==> src/rtl/uart_lcr_pkg.sv <==
package uart_lcr_pkg;
  localparam logic [7:0] OFF_IDIV = 8'h24;
  localparam logic [7:0] OFF_FDIV = 8'h28;
  localparam logic [7:0] OFF_LINE = 8'h2C;
  localparam logic [7:0] OFF_CTRL = 8'h30;

  localparam int LINE_W      = 8;
  localparam int BIT_BREAK   = 0;
  localparam int BIT_PAREN   = 1;
  localparam int BIT_PAREVEN = 2;
  localparam int BIT_TWOSTOP = 3;
  localparam int BIT_FIFOEN  = 4;
  localparam int BIT_WLEN_LO = 5;
  localparam int BIT_STICK   = 7;
  localparam int BIT_ENABLE  = 0;

  localparam logic [15:0] CTRL_KEEP = 16'hCB81;

  typedef struct packed {
    logic wrIdiv;
    logic wrFdiv;
    logic wrLine;
    logic wrCtrl;
  } regStrobe_t;
endpackage

==> src/rtl/uart_lcr_ctrl.sv <==
module uart_lcr_ctrl
  import uart_lcr_pkg::*;
#(
  parameter int ADDR_W = 8,
  parameter int DATA_W = 16,
  parameter int INT_W  = 16,
  parameter int FRAC_W = 6
) (
  input  logic              clk,
  input  logic              rstN,
  input  logic [ADDR_W-1:0] regAddr,
  input  logic              regWrEn,
  input  logic [INT_W-1:0]  pendInt,
  input  logic [FRAC_W-1:0] pendFrac,
  input  logic [LINE_W-1:0] lineReg,
  input  logic [DATA_W-1:0] ctrlReg,
  output regStrobe_t        strobe,
  output logic [DATA_W-1:0] regRdData
);
  localparam logic [ADDR_W-1:0] A_IDIV = ADDR_W'(OFF_IDIV);
  localparam logic [ADDR_W-1:0] A_FDIV = ADDR_W'(OFF_FDIV);
  localparam logic [ADDR_W-1:0] A_LINE = ADDR_W'(OFF_LINE);
  localparam logic [ADDR_W-1:0] A_CTRL = ADDR_W'(OFF_CTRL);

  always_comb begin
    strobe = '0;
    if (regWrEn) begin
      strobe.wrIdiv = (regAddr == A_IDIV);
      strobe.wrFdiv = (regAddr == A_FDIV);
      strobe.wrLine = (regAddr == A_LINE);
      strobe.wrCtrl = (regAddr == A_CTRL);
    end
  end

  always_comb begin
    case (regAddr)
      A_IDIV:  regRdData = DATA_W'(pendInt);
      A_FDIV:  regRdData = DATA_W'(pendFrac);
      A_LINE:  regRdData = DATA_W'(lineReg);
      A_CTRL:  regRdData = ctrlReg;
      default: regRdData = '0;
    endcase
  end

  AST_ONE_STROBE: assert property (@(posedge clk) disable iff (!rstN)
    $onehot0(strobe)) else $error("two register strobes at once");
endmodule

==> src/rtl/uart_lcr_datapath.sv <==
module uart_lcr_datapath
  import uart_lcr_pkg::*;
#(
  parameter int DATA_W = 16,
  parameter int INT_W  = 16,
  parameter int FRAC_W = 6
) (
  input  logic              clk,
  input  logic              rstN,
  input  regStrobe_t        strobe,
  input  logic [DATA_W-1:0] wrData,
  output logic [INT_W-1:0]  pendInt,
  output logic [FRAC_W-1:0] pendFrac,
  output logic [INT_W-1:0]  activeInt,
  output logic [FRAC_W-1:0] activeFrac,
  output logic [LINE_W-1:0] lineReg,
  output logic [DATA_W-1:0] ctrlReg,
  output logic              loadPulse,
  output logic              flushPulse
);
  localparam logic [DATA_W-1:0] KEEP = DATA_W'(CTRL_KEEP);

  always_ff @(posedge clk or negedge rstN) begin
    if (!rstN) begin
      pendInt    <= '0;
      pendFrac   <= '0;
      activeInt  <= '0;
      activeFrac <= '0;
      lineReg    <= '0;
      ctrlReg    <= '0;
      loadPulse  <= 1'b0;
      flushPulse <= 1'b0;
    end else begin
      loadPulse  <= strobe.wrLine;
      flushPulse <= strobe.wrLine && (wrData[BIT_FIFOEN] != lineReg[BIT_FIFOEN]);
      if (strobe.wrIdiv) pendInt  <= wrData[INT_W-1:0];
      if (strobe.wrFdiv) pendFrac <= wrData[FRAC_W-1:0];
      if (strobe.wrCtrl) ctrlReg  <= wrData & KEEP;
      if (strobe.wrLine) begin
        lineReg    <= wrData[LINE_W-1:0];
        activeInt  <= pendInt;
        activeFrac <= pendFrac;
      end
    end
  end

  AST_DIV_HELD: assert property (@(posedge clk) disable iff (!rstN)
    !$past(strobe.wrLine) |-> ($stable(activeInt) && $stable(activeFrac)))
    else $error("active divisor moved without line write");
  AST_FLUSH_CAUSE: assert property (@(posedge clk) disable iff (!rstN)
    flushPulse |-> $past(strobe.wrLine)) else $error("flush without line write");
  AST_FLUSH_SHORT: assert property (@(posedge clk) disable iff (!rstN)
    flushPulse |-> !$past(flushPulse) || $past(strobe.wrLine, 2))
    else $error("flush longer than a cycle");
endmodule

==> src/rtl/uart_baud_tick.sv <==
module uart_baud_tick #(
  parameter int INT_W  = 16,
  parameter int FRAC_W = 6
) (
  input  logic              clk,
  input  logic              rstN,
  input  logic              run,
  input  logic              restart,
  input  logic [INT_W-1:0]  intDiv,
  input  logic [FRAC_W-1:0] fracDiv,
  output logic              tick
);
  localparam int CNT_W = INT_W + 1;

  logic [CNT_W-1:0]  count;
  logic [CNT_W-1:0]  curPeriod;
  logic [FRAC_W-1:0] fracAcc;
  logic [FRAC_W:0]   fracSum;
  logic              active;

  assign fracSum = {1'b0, fracAcc} + {1'b0, fracDiv};
  assign active  = run && (intDiv != '0);

  always_ff @(posedge clk or negedge rstN) begin
    if (!rstN) begin
      count     <= '0;
      curPeriod <= '0;
      fracAcc   <= '0;
      tick      <= 1'b0;
    end else if (restart) begin
      count     <= '0;
      curPeriod <= CNT_W'(intDiv);
      fracAcc   <= '0;
      tick      <= 1'b0;
    end else if (!active) begin
      count <= '0;
      tick  <= 1'b0;
    end else if (count == curPeriod - 1'b1) begin
      count     <= '0;
      fracAcc   <= fracSum[FRAC_W-1:0];
      curPeriod <= CNT_W'(intDiv) + CNT_W'(fracSum[FRAC_W]);
      tick      <= 1'b1;
    end else begin
      count <= count + 1'b1;
      tick  <= 1'b0;
    end
  end

  AST_NO_TICK_ZERO: assert property (@(posedge clk) disable iff (!rstN)
    tick |-> $past(intDiv) != '0) else $error("tick with zero divisor");
  AST_NO_TICK_OFF: assert property (@(posedge clk) disable iff (!rstN)
    tick |-> $past(run)) else $error("tick while disabled");
endmodule

==> src/rtl/uart_line_regs.sv <==
module uart_line_regs
  import uart_lcr_pkg::*;
#(
  parameter int ADDR_W = 8,
  parameter int DATA_W = 16,
  parameter int INT_W  = 16,
  parameter int FRAC_W = 6
) (
  input  logic              clk,
  input  logic              rstN,
  input  logic [ADDR_W-1:0] regAddr,
  input  logic [DATA_W-1:0] regWrData,
  input  logic              regWrEn,
  output logic [DATA_W-1:0] regRdData,
  input  logic              txIn,
  output logic              txOut,
  output logic              baudTick,
  output logic [1:0]        wordLenCode,
  output logic              parityEn,
  output logic              parityEven,
  output logic              stickParity,
  output logic              twoStop,
  output logic              sendBreak,
  output logic              fifoEn,
  output logic              fifoFlush
);
  regStrobe_t        strobe;
  logic [INT_W-1:0]  pendInt, activeInt;
  logic [FRAC_W-1:0] pendFrac, activeFrac;
  logic [LINE_W-1:0] lineReg;
  logic [DATA_W-1:0] ctrlReg;
  logic              loadPulse;

  uart_lcr_ctrl #(.ADDR_W(ADDR_W), .DATA_W(DATA_W), .INT_W(INT_W), .FRAC_W(FRAC_W)) uCtrl (
    .clk(clk), .rstN(rstN), .regAddr(regAddr), .regWrEn(regWrEn),
    .pendInt(pendInt), .pendFrac(pendFrac), .lineReg(lineReg), .ctrlReg(ctrlReg),
    .strobe(strobe), .regRdData(regRdData));

  uart_lcr_datapath #(.DATA_W(DATA_W), .INT_W(INT_W), .FRAC_W(FRAC_W)) uData (
    .clk(clk), .rstN(rstN), .strobe(strobe), .wrData(regWrData),
    .pendInt(pendInt), .pendFrac(pendFrac), .activeInt(activeInt), .activeFrac(activeFrac),
    .lineReg(lineReg), .ctrlReg(ctrlReg), .loadPulse(loadPulse), .flushPulse(fifoFlush));

  uart_baud_tick #(.INT_W(INT_W), .FRAC_W(FRAC_W)) uTick (
    .clk(clk), .rstN(rstN), .run(ctrlReg[BIT_ENABLE]), .restart(loadPulse),
    .intDiv(activeInt), .fracDiv(activeFrac), .tick(baudTick));

  assign sendBreak   = lineReg[BIT_BREAK];
  assign parityEn    = lineReg[BIT_PAREN];
  assign parityEven  = lineReg[BIT_PAREVEN];
  assign twoStop     = lineReg[BIT_TWOSTOP];
  assign fifoEn      = lineReg[BIT_FIFOEN];
  assign wordLenCode = lineReg[BIT_WLEN_LO +: 2];
  assign stickParity = lineReg[BIT_STICK];
  assign txOut       = txIn && !sendBreak;

  AST_BREAK_LOW: assert property (@(posedge clk) disable iff (!rstN)
    sendBreak |-> !txOut) else $error("line not low in break");
endmodule

==> config.mk <==
export PLATFORM = sky130hd
export DESIGN_NAME = uart_line_regs
export DESIGN_NICKNAME = d
export VERILOG_FILES = /design/src/rtl/uart_lcr_pkg.sv /design/src/rtl/uart_lcr_ctrl.sv /design/src/rtl/uart_lcr_datapath.sv /design/src/rtl/uart_baud_tick.sv /design/src/rtl/uart_line_regs.sv
export SDC_FILE = /design/constraint.sdc
export NUM_CORES = 1
export LEC_CHECK = 0
export BUFFER_PORTS_ARGS = -buffer_cell sky130_fd_sc_hd__buf_2
export CELL_PAD_IN_SITES_DETAIL_PLACEMENT = 1
export CELL_PAD_IN_SITES_GLOBAL_PLACEMENT = 1
export CORE_ASPECT_RATIO = 0.8
export CORE_MARGIN = 8
export CORE_UTILIZATION = 40
export CTS_CLUSTER_DIAMETER = 40
export CTS_CLUSTER_SIZE = 30
export DETAILED_ROUTE_END_ITERATION = 10
export PLACE_DENSITY = 0.71
export SETUP_SLACK_MARGIN = 0.05
export SLEW_MARGIN = 10
export SYNTH_ARGS = -nofsm -noshare
export SYNTH_HDL_FRONTEND = slang
export SYNTH_SLANG_ARGS = --single-unit
export TNS_END_PERCENT = 10
==> constraint.sdc <==
create_clock -name clk -period 9.3 [get_ports clk]
set_clock_uncertainty 0.2 [all_clocks]
set_input_delay 2.325 -clock clk [delete_from_list [all_inputs] [get_ports clk]]
set_output_delay 2.325 -clock clk [all_outputs]
set_load 0.02 [all_outputs]
==> reports/results.tsv <==
metric	value	unit
nFillCells	1551	
netlist.area_leader.share	44.9	%
startpoint_type	primary input	
ant_nets	0	
synth.cell_area	5690	um2
cts_root_buffer	clkbuf_16	
ys.flop_type	dfrtp_1	
stdcell_area	6390	um2
htreeDepth	3	
crit_type	primary input to output port	
internal_power	682	uW
drt_iter0_drc	187	
drc	0	
cp.required	6780	ps
cts.hold.buffers_added	0	
maxSlewHeadroom	19.2	%
synth_edf_count	0	
grt_pass1_vias	4681	
drive_above_1_share	27.3	%
ctsResizeCount	0	
cts_tree	done	
yosysTopAreaCell	dfrtp_1	
route.vias.total	4244	
place_inst	740	
setup_viol	0	
seq_area_frac_synth	44.9	%
seq_area	2550	um2
hp-class	flip-flop to flip-flop	
fin_crit	6690	ps
cts_setup_buffers	0	
post-route-period-util	72.0	%
cts_buffer_depth	2	
core-area	14100	um2
path_max_fanout	7	
yosysWarningCount	0	
gp_congestion	0.809	
hold_violations	0	
end_kind	output port	
area_delta_synth_final	12.3	%
post_drt_via_cell_ratio	5.61	
syn-instance-count	522	
drv_slew	0	
whs	318	ps
routedWlPerCell	19.2	um
port_buffers	54	
crit_arrival	4170	ps
p_leak	0.00298	uW
die_w	149	um
dp_hpwl	10.8	mm
cap_violations	0	
cts_made_buffers	9	
fp.dieH	123	um
track_usage	16.7	%
comb_power_share	9.6	%
tightest_slew	1200	ps
grt_pass1_wl	24.5	mm
final.setup.tns	0	ps
synthTopCellsByArea	dfrtp_1, mux2_2, xnor2_1, xor2_1, nor2_1	
vdd_drop_max	0.0915	mV
grt_max_degree	53	
avgSynthCellArea	10.9	um2
cts_num_sinks	102	
finalWirelength	14.5	mm
fin_cells	756	
outcome	finished clean	
clkPwrFrac	40.6	%
ys_ff_latch	102	
dr.pass1.iters	4	
multi_input_area	3000	um2
diodes	0	
gr-total-overflow	0	
insertion_delay	360	ps
start_util	40.3	%
synth_cell_types	62	
max_freq	149	MHz
antenna_found_initial	0	
nets	606	
path_clk_slew	70	ps
p_seq_share	49.8	%
p_sw	247	uW
placed_area	6100	um2
async_flop_share	100	%
io_pins	55	
syn_nets	561	
rows	39	
powerDensity	145	nW/um2
swShare	26.6	%
rsz0062_at_grt	no	
die_area	18300	um2
-- routing by layer --
layer	up-vias	share of wire, %	track usage (%)
li1	2008	-	-
met4	0	1.2	5.35
met1	2142	50	22.8
met3	16	3.5	4.20
met5	-	0	0
met2	78	46	25.6
-- worst max-delay path, cell delays in order --
cell	delay, ps
buf_2	100
nor3_1	170
nand3b_1	150
nor4b_1	1000
nand2_1	110
o21ai_0	120
buf_2	200
-- synthesized netlist by cell type (all sizes together), types with 5 or more instances --
cell type,count
a21oi,15
dfrtp,102
nor4,9
nor3,14
xnor2,28
o31ai,7
ha,10
a22o,5
o211ai,6
clkbuf,15
a22oi,6
nor2b,9
buf,8
nand3,17
and2,7
nand2,28
inv,5
nand4,13
nor2,44
xor2,20
mux2i,5
mux2,74
and3,10
-- sequential cells by signal, summed over array words and instances (netlist names), 7 cells and up --
register / count
uData.ctrlReg: 7
uData.pendInt: 16
uTick.curPeriod: 17
uData.lineReg: 8
uData.activeInt: 16
uTick.count: 17
-- cells by family after synthesis --
logic type / synth area share (%)
multiplexers: 15.5
adder cells (fa/ha/maj): 2.55
flip-flops: 44.9
buffers and inverters: 2.48
XOR/XNOR: 7.39
AND/OR/NAND/NOR: 16.2
AO/OA/AOI/OAI: 11.0
-- placed cells by master, fill, tap and decap left out, types with 13 or more instances in the layout --
| cell | netlist | final |
|---|---|---|
| xnor2_1 | 28 | 28 |
| nand2_1 | 28 | 28 |
| xor2_1 | 20 | 20 |
| dfrtp_1 | 102 | 102 |
| nand3_1 | 17 | 17 |
| nor2_1 | 44 | 43 |
| buf_2 | 2 | 53 |
| nor3_1 | 13 | 13 |
| mux2_2 | 74 | 74 |
| a21oi_1 | 15 | 15 |
| nand4_1 | 13 | 13 |
-- final timing paths --
path,start,to,slack (ps),cells after the start
worst min register to register,uData.ctrlReg[8]$_DFFE_PN0P_,uData.ctrlReg[8]$_DFFE_PN0P_,320,1
min in group asynchronous,rstN,uData.pendInt[12]$_DFFE_PN0P_,1810,1
worst min-delay path,uData.ctrlReg[8]$_DFFE_PN0P_,uData.ctrlReg[8]$_DFFE_PN0P_,320,1
worst max register to register,uTick.curPeriod[0]$_DFFE_PN0P_,uTick.count[2]$_DFF_PN0_,5270,9
worst max-delay path,regAddr[1],regRdData[7],2610,7
max in group asynchronous,rstN,uData.lineReg[3]$_DFFE_PN0P_,5970,2
-- stage by stage --
step | util [%] | setup WS [ps] | power [uW]
floorplan | - | 3090 | 525
CTS | 45.3 | 2550 | 942
finish | 45.3 | 2610 | 929
detailed placement | 43.2 | 2560 | 560
global route | 45.3 | 2410 | 967
global placement | 43.2 | 2600 | 556
-- power by group through the flow --
stage	clock, uW	combinational [uW]	sequential (uW)
global placement	0	85.7	471
detailed placement	0	88.9	471
global route	405	98.6	464
floorplan	0	55.8	469
CTS	390	89.7	463
finish	377	89.1	463
-- final cells by class --
type                    instances  share of cell area [%]
well taps                     184                    3.60
clock inverters                 6                   0.842
clock buffers                  10                    3.74
repair buffers                 57                    4.62
flip-flops and latches        102                    39.9
multi-input cells             391                    46.9
inverters                       6                   0.352
Power figures use the tool's default switching activity.
